**config.mk**
```make
export PLATFORM = sky130hd
export DESIGN_NAME = guarded_order_queue
export DESIGN_NICKNAME = d
export VERILOG_FILES = /design/src/rtl/guarded_order_queue.sv
export SDC_FILE = /design/constraint.sdc
export NUM_CORES = 2
export LEC_CHECK = 0
export BUFFER_PORTS_ARGS = -buffer_cell sky130_fd_sc_hd__buf_4
export CAP_MARGIN = 20
export CORE_ASPECT_RATIO = 1.75
export CORE_MARGIN = 2
export CORE_UTILIZATION = 45
export DETAILED_ROUTE_END_ITERATION = 6
export SLEW_MARGIN = 10
export SYNTH_ARGS = -nofsm -noshare
export SYNTH_HDL_FRONTEND = slang
export SYNTH_SLANG_ARGS = --single-unit
```
**constraint.sdc**
```tcl
create_clock -name clk -period 6.8 [get_ports clk]
set_input_delay 1.02 -clock clk [delete_from_list [all_inputs] [get_ports clk]]
set_output_delay 1.02 -clock clk [all_outputs]
set_load 0.03 [all_outputs]
```
**src/rtl/guarded_order_queue.sv**
```systemverilog
module guarded_order_queue #(
  parameter int DEPTH = 8,
  parameter int AW    = 32,
  parameter int TW    = 8
) (
  input  logic          clk,
  input  logic          rst_n,
  input  logic          req_valid,
  output logic          req_ready,
  input  logic [1:0]    req_kind,
  input  logic          req_guarded,
  input  logic [AW-1:0] req_addr,
  input  logic [TW-1:0] req_tag,
  input  logic          bus_ld_ready,
  input  logic          bus_st_ready,
  output logic          bus_valid,
  output logic          bus_store,
  output logic          bus_guarded,
  output logic [AW-1:0] bus_addr,
  output logic [TW-1:0] bus_tag
);
  localparam int CW = $clog2(DEPTH + 1);
  localparam int IW = $clog2(DEPTH);
  localparam logic [1:0] K_LD = 2'd0;
  localparam logic [1:0] K_ST = 2'd1;
  localparam logic [1:0] K_BAR = 2'd2;

  logic [1:0]    kd [DEPTH];
  logic          gd [DEPTH];
  logic [AW-1:0] ad [DEPTH];
  logic [TW-1:0] tg [DEPTH];
  logic [1:0]    kd_n [DEPTH];
  logic          gd_n [DEPTH];
  logic [AW-1:0] ad_n [DEPTH];
  logic [TW-1:0] tg_n [DEPTH];
  logic [CW-1:0] cnt, cnt_n, wi;
  logic [DEPTH-1:0] elig;
  logic [IW-1:0] pick;
  logic hit, pop, push;

  always_comb begin
    logic ok, ovl, lane;
    for (int i = 0; i < DEPTH; i++) begin
      ok = 1'b1;
      for (int j = 0; j < i; j++) begin
        ovl = ad[i][AW-1:3] == ad[j][AW-1:3];
        case (kd[i])
          K_LD: begin
            if (kd[j] == K_ST && ovl) ok = 1'b0;
            if (gd[i] && kd[j] == K_LD && gd[j]) ok = 1'b0;
            if (gd[i] && kd[j] == K_BAR) ok = 1'b0;
          end
          K_ST: if (kd[j] != K_BAR) ok = 1'b0;
          default: if (kd[j] == K_ST && gd[j]) ok = 1'b0;
        endcase
      end
      lane = (kd[i] == K_LD) ? bus_ld_ready : (kd[i] == K_ST) ? bus_st_ready : 1'b1;
      elig[i] = (CW'(i) < cnt) && ok && lane;
    end
  end

  always_comb begin
    hit = 1'b0;
    pick = '0;
    for (int i = DEPTH - 1; i >= 0; i--)
      if (elig[i]) begin
        hit = 1'b1;
        pick = IW'(i);
      end
  end

  assign pop         = hit;
  assign push        = req_valid && req_ready;
  assign req_ready   = cnt != CW'(DEPTH);
  assign bus_valid   = hit && kd[pick] != K_BAR;
  assign bus_store   = kd[pick] == K_ST;
  assign bus_guarded = gd[pick];
  assign bus_addr    = ad[pick];
  assign bus_tag     = tg[pick];
  assign wi          = cnt - CW'(pop);
  assign cnt_n       = cnt + CW'(push) - CW'(pop);

  always_comb begin
    int src;
    for (int k = 0; k < DEPTH; k++) begin
      src = (pop && k >= int'(pick) && k < DEPTH - 1) ? k + 1 : k;
      kd_n[k] = kd[src];
      gd_n[k] = gd[src];
      ad_n[k] = ad[src];
      tg_n[k] = tg[src];
      if (push && CW'(k) == wi) begin
        kd_n[k] = req_kind;
        gd_n[k] = req_guarded;
        ad_n[k] = req_addr;
        tg_n[k] = req_tag;
      end
    end
  end

  always_ff @(posedge clk) begin
    if (!rst_n) begin
      cnt <= '0;
      for (int k = 0; k < DEPTH; k++) begin
        kd[k] <= K_LD;
        gd[k] <= 1'b0;
        ad[k] <= '0;
        tg[k] <= '0;
      end
    end else begin
      cnt <= cnt_n;
      for (int k = 0; k < DEPTH; k++) begin
        kd[k] <= kd_n[k];
        gd[k] <= gd_n[k];
        ad[k] <= ad_n[k];
        tg[k] <= tg_n[k];
      end
    end
  end
endmodule

```
==> run summary, run 1 <==
First-pass GRT wire length - 294.6 mm
EDFF count, synth - 13
Failed at - 5_1_grt
Chip width - 198.1 µm
CTS sink count - 348
CTS Buf Count - 37
H-tree Lvls - 2
Post-DP Area - 33020 µm²
CTS root buffer - clkbuf_16
Mux cell area share after synthesis - 13.13%
Gr usage total - 63.09%
Port-buffer cells - 91
Vias in the first global route - 34170
Dominant cell type by area after synthesis - dfxtp_1
Synth top area cells - dfxtp_1, xor2_1, mux2i_1
Clock buffer depth - 3
Final Wtd Congestion - 1.214
Netlist Area Pre-Place - 29660 µm²
Initial core utilization - 45.41%
Largest net degree at the start of global routing - 184
Asr flop ratio synth - 0%
Top cell type's share of synthesized area - 22.61%
Largest family of logic cells by synthesized area - XOR/XNOR gates
Netlist cell types - 65
Mapped Nets - 3551
Mean Syn Cell Area - 8.496 µm²
Status - did not finish
Die Ht - 343.6 µm
Top_reg_cell synth - dfxtp_1
Post-Synth Simple-Gate Area - 13.96%
Post-synthesis compound-gate area fraction - 16.07%
Adder-cell share of the synthesized area - 0.5315%
Seq/Total Area, Yosys - 23.93%
# IOs - 92
Overflow after GRT - 34
Synthesized flop and latch total - 348
DP HPWL - 147.5 mm
Ys Warns - 0
Post-Synth XOR/XNOR Area - 24.07%
Cell count after synthesis - 3491
Row count - 124
First Error - [ERROR GRT-0116] Global routing finished with congestion. Check the congestion regions in the DRC Viewer.
==> cell usage after synthesis, types with 3 or more instances <==
master,n
a211oi_1,4
a221oi_1,45
o21bai_1,7
nand3_1,24
nand4_1,87
xor2_1,609
nand2_1,505
a22o_1,11
buf_2,219
buf_1,18
o21ai_0,35
o22ai_1,5
nor2_1,36
o211ai_1,7
a32o_1,31
and3_1,3
o21ai_1,24
edfxtp_1,13
o211a_1,258
ha_1,11
a21oi_1,18
mux2i_1,389
and2_1,16
inv_1,21
nor4_1,167
a21boi_0,37
buf_6,5
clkbuf_1,155
a31oi_1,46
buf_4,78
nor2b_1,13
dfxtp_1,335
nor3_1,5
and3b_1,3
nand2b_1,6
xnor2_1,206
==> logic make-up after synthesis <==
logic type / after synthesis
buffers and inverters: 496
AO/OA/AOI/OAI: 553
flip-flops: 348
AND/OR/NAND/NOR: 878
multiplexers: 389
adder cells (fa/ha/maj): 12
XOR/XNOR: 815
==> layer usage <==
layer	overflow	track usage (%)
met5	0	3.775
met4	15	65.90
met3	0	35.04
met2	19	86.40
met1	0	65.14
==> stage by stage <==
stage	cells	setup slack, ns
floorplan	3491	1.741
global placement	4421	0.1648
detailed placement	4423	0.6436
CTS	4490	0.1999
==> repair_timing <==
action	in CTS
hold buffers	0
resized for setup	2
endpoints found under the setup margin	1
setup buffers	0
==> inputs of run 2 (changes only) <==
- CORE_ASPECT_RATIO: 1.75 -> unset
- CORE_UTILIZATION: 45 -> 30
- PLACE_DENSITY_LB_ADDON: unset -> 0.15
==> run 2 against run 1 <==
Synthesized cell count is the same. Area after synthesis is the same. The run now ends clean.
==> run summary, run 2 <==
CP Data Arrival Time - 5.56 ns
Crit path launch - ad[6][3]
Port-buffer cells - 91
Overflow after GRT - 0
Final Wtd Congestion - 1.082
Chip width - 318.4 µm
Count leader, synth - xor2_1
Vias per cell - 5.816
CTS clk-pin slew, worst paths - 0.06 ns
Layout cells sized above 1 - 15.55%
Area growth from synthesis to layout - 16.43%
Reg-to-reg startpoint - ad[6][3]
Largest net degree at the start of global routing - 153
Final Hold Viols - 0
Final setup fails - 0
Dominant cell type by area after synthesis - dfxtp_1
Top_reg_cell synth - dfxtp_1
Clock buffer depth - 3
Top cell type's share of synthesized area - 22.61%
Initial core utilization - 30.23%
Slew headroom - 20.31%
Multi-input gate area - 20270 µm²
First-pass GRT wire length - 243.3 mm
Post-DP Area - 33000 µm²
Fin area - 34530 µm²
Mean Syn Cell Area - 8.496 µm²
Commonest non-fill, non-tap cell in the layout - xor2_1
Asr flop ratio synth - 0%
R2R Setup Slk - 1.00 ns
H-tree Lvls - 2
Seq. cell area - 7097 µm²
Worst hold path type - register to register
Fillers - 10330
RSZ-0062 raised after global routing - false
Core ar. - 98130 µm²
Setup_tns - 0 ns
Status - completed
CTS sink count - 348
Hold Startpoint - ad[7][0]
Post-DR wirelength/cell - 37.43 µm
Vias in the first global route - 26770
Initial drt markers - 3419
Ys Warns - 0
Tcrit/Tclk final - 96.82%
Initial antenna violation count - 8
Clock skew - 0.03821 ns
Fin Hold WS - 0.4812 ns
Via count - 28150
WS Path Type - register to output port
CTS root buffer - clkbuf_16
Clk Latency, worst-skew pair - 0.66 ns
Post-DRT Antenna Nets - 0
Cell count after synthesis - 3491
CP endpoint kind - output port
Max Cap Violations - 0
Netlist Area Pre-Place - 29660 µm²
Max reg flops - 256
Gr usage total - 34.65%
Synthesized flop and latch total - 348
Die area - 101400 µm²
Synth top cells by count - xor2_1, nand2_1, mux2i_1
Synth top area cells - dfxtp_1, xor2_1, mux2i_1
Reg with most FFs - ad
TritonRoute pass-1 iters - 7
Mapped Nets - 3551
Die Ht - 318.4 µm
EDFF count, synth - 13
CTS tree - done
Top flop regs - ad (256), tg (64), kd (16)
Fmax - 151.9 MHz
Netlist cell types - 65
# IOs - 92
Most frequent cells in the layout - xor2_1, nand2_1, buf_4, mux2i_1, dfxtp_1
Row count - 115
Total Wirelength - 181.1 mm
Nets@finish - 3575
Final Max Tran Viols - 0
CP required - 5.78 ns
CTS Buf Count - 45
Residual DRC count - 0
Cts-stage hold buffer count - 0
Worst reg2reg path depth - 23
Startpoint class of the critical path - register
Worst Max-Slew Pin Slew - 1.194 ns
Critical path peak fanout - 24
Hold path cells - 2
Seq/Total Area, Yosys - 23.93%
Period minus WS final - 6.584 ns
DP HPWL - 137.1 mm
run 2: logic make-up (layout without fill, tap and decap cells):
| kind of cell | after synthesis | in the layout | share of synthesized area (%) |
|---|---|---|---|
| simple gates | 878 | 878 | 13.96 |
| compound gates | 553 | 553 | 16.07 |
| xor+xnor | 815 | 815 | 24.07 |
| fa+ha+maj | 12 | 12 | 0.5315 |
| buf+inv | 496 | 555 | 8.314 |
| other cells | 0 | 3 | 0 |
| mux | 389 | 389 | 13.13 |
| flops | 348 | 348 | 23.93 |
run 2: critical path, stage by stage (launching register included):
cell	delay [ns]
dfxtp_1	0.70
buf_4	0.32
xor2_1	0.09
nor4_1	0.48
nand4_1	0.27
nor4_1	0.66
buf_4	0.22
o21ai_0	0.09
o2111ai_1	0.16
o211ai_2	0.12
buf_4	0.16
nand2_4	0.20
buf_12	0.25
nand2_1	0.08
a32o_1	0.29
a221oi_1	0.48
buf_4	0.27
run 2: what timing repair did:
item                       in CTS  in global routing
setup endpoints to repair       0                  1
hold endpoints to repair        0                  0
buffers inserted                0                  0
gates resized for setup         0                  1
run 2: routing by layer:
metal | up-vias | global-route usage, % | part of all wire [%]
met2 | 1363 | 54.94 | 45
met5 | - | 0 | 0.036
met4 | 8 | 17.43 | 5.8
met3 | 318 | 4.770 | 6.5
li1 | 12190 | - | -
met1 | 14270 | 45.90 | 43
run 2: cell type report:
class	count	area share, %
timing repair buffer	452	11.44
tap	1287	4.663
inverter	21	0.2283
antenna	3	0.02174
sequential	348	20.55
clock buffer	71	3.895
clock inverter	11	0.5109
multi-input combinational	2647	58.69
run 2: path summary, 6_finish.rpt:
path | end
max | bus_addr[30]
min | ad[7][0]
max reg2reg | ad[4][16]
min reg2reg | ad[7][0]
run 2: per-stage QoR:
step / cells / setup slack [ns] / utilization, %
after floorplan: 3491 / 1.741 / -
after global placement: 4755 / 0.8155 / 33.63
after detailed placement: 4755 / 0.8059 / 33.63
after CTS: 4837 / 0.1065 / 35.18
after global routing: 4837 / 0.01508 / 35.18
final: 4840 / 0.2162 / 35.19
Power of run 2 is left out: the tool's default activity adds up to more than one toggle a clock period on the data nets, which glitch-free logic cannot reach.
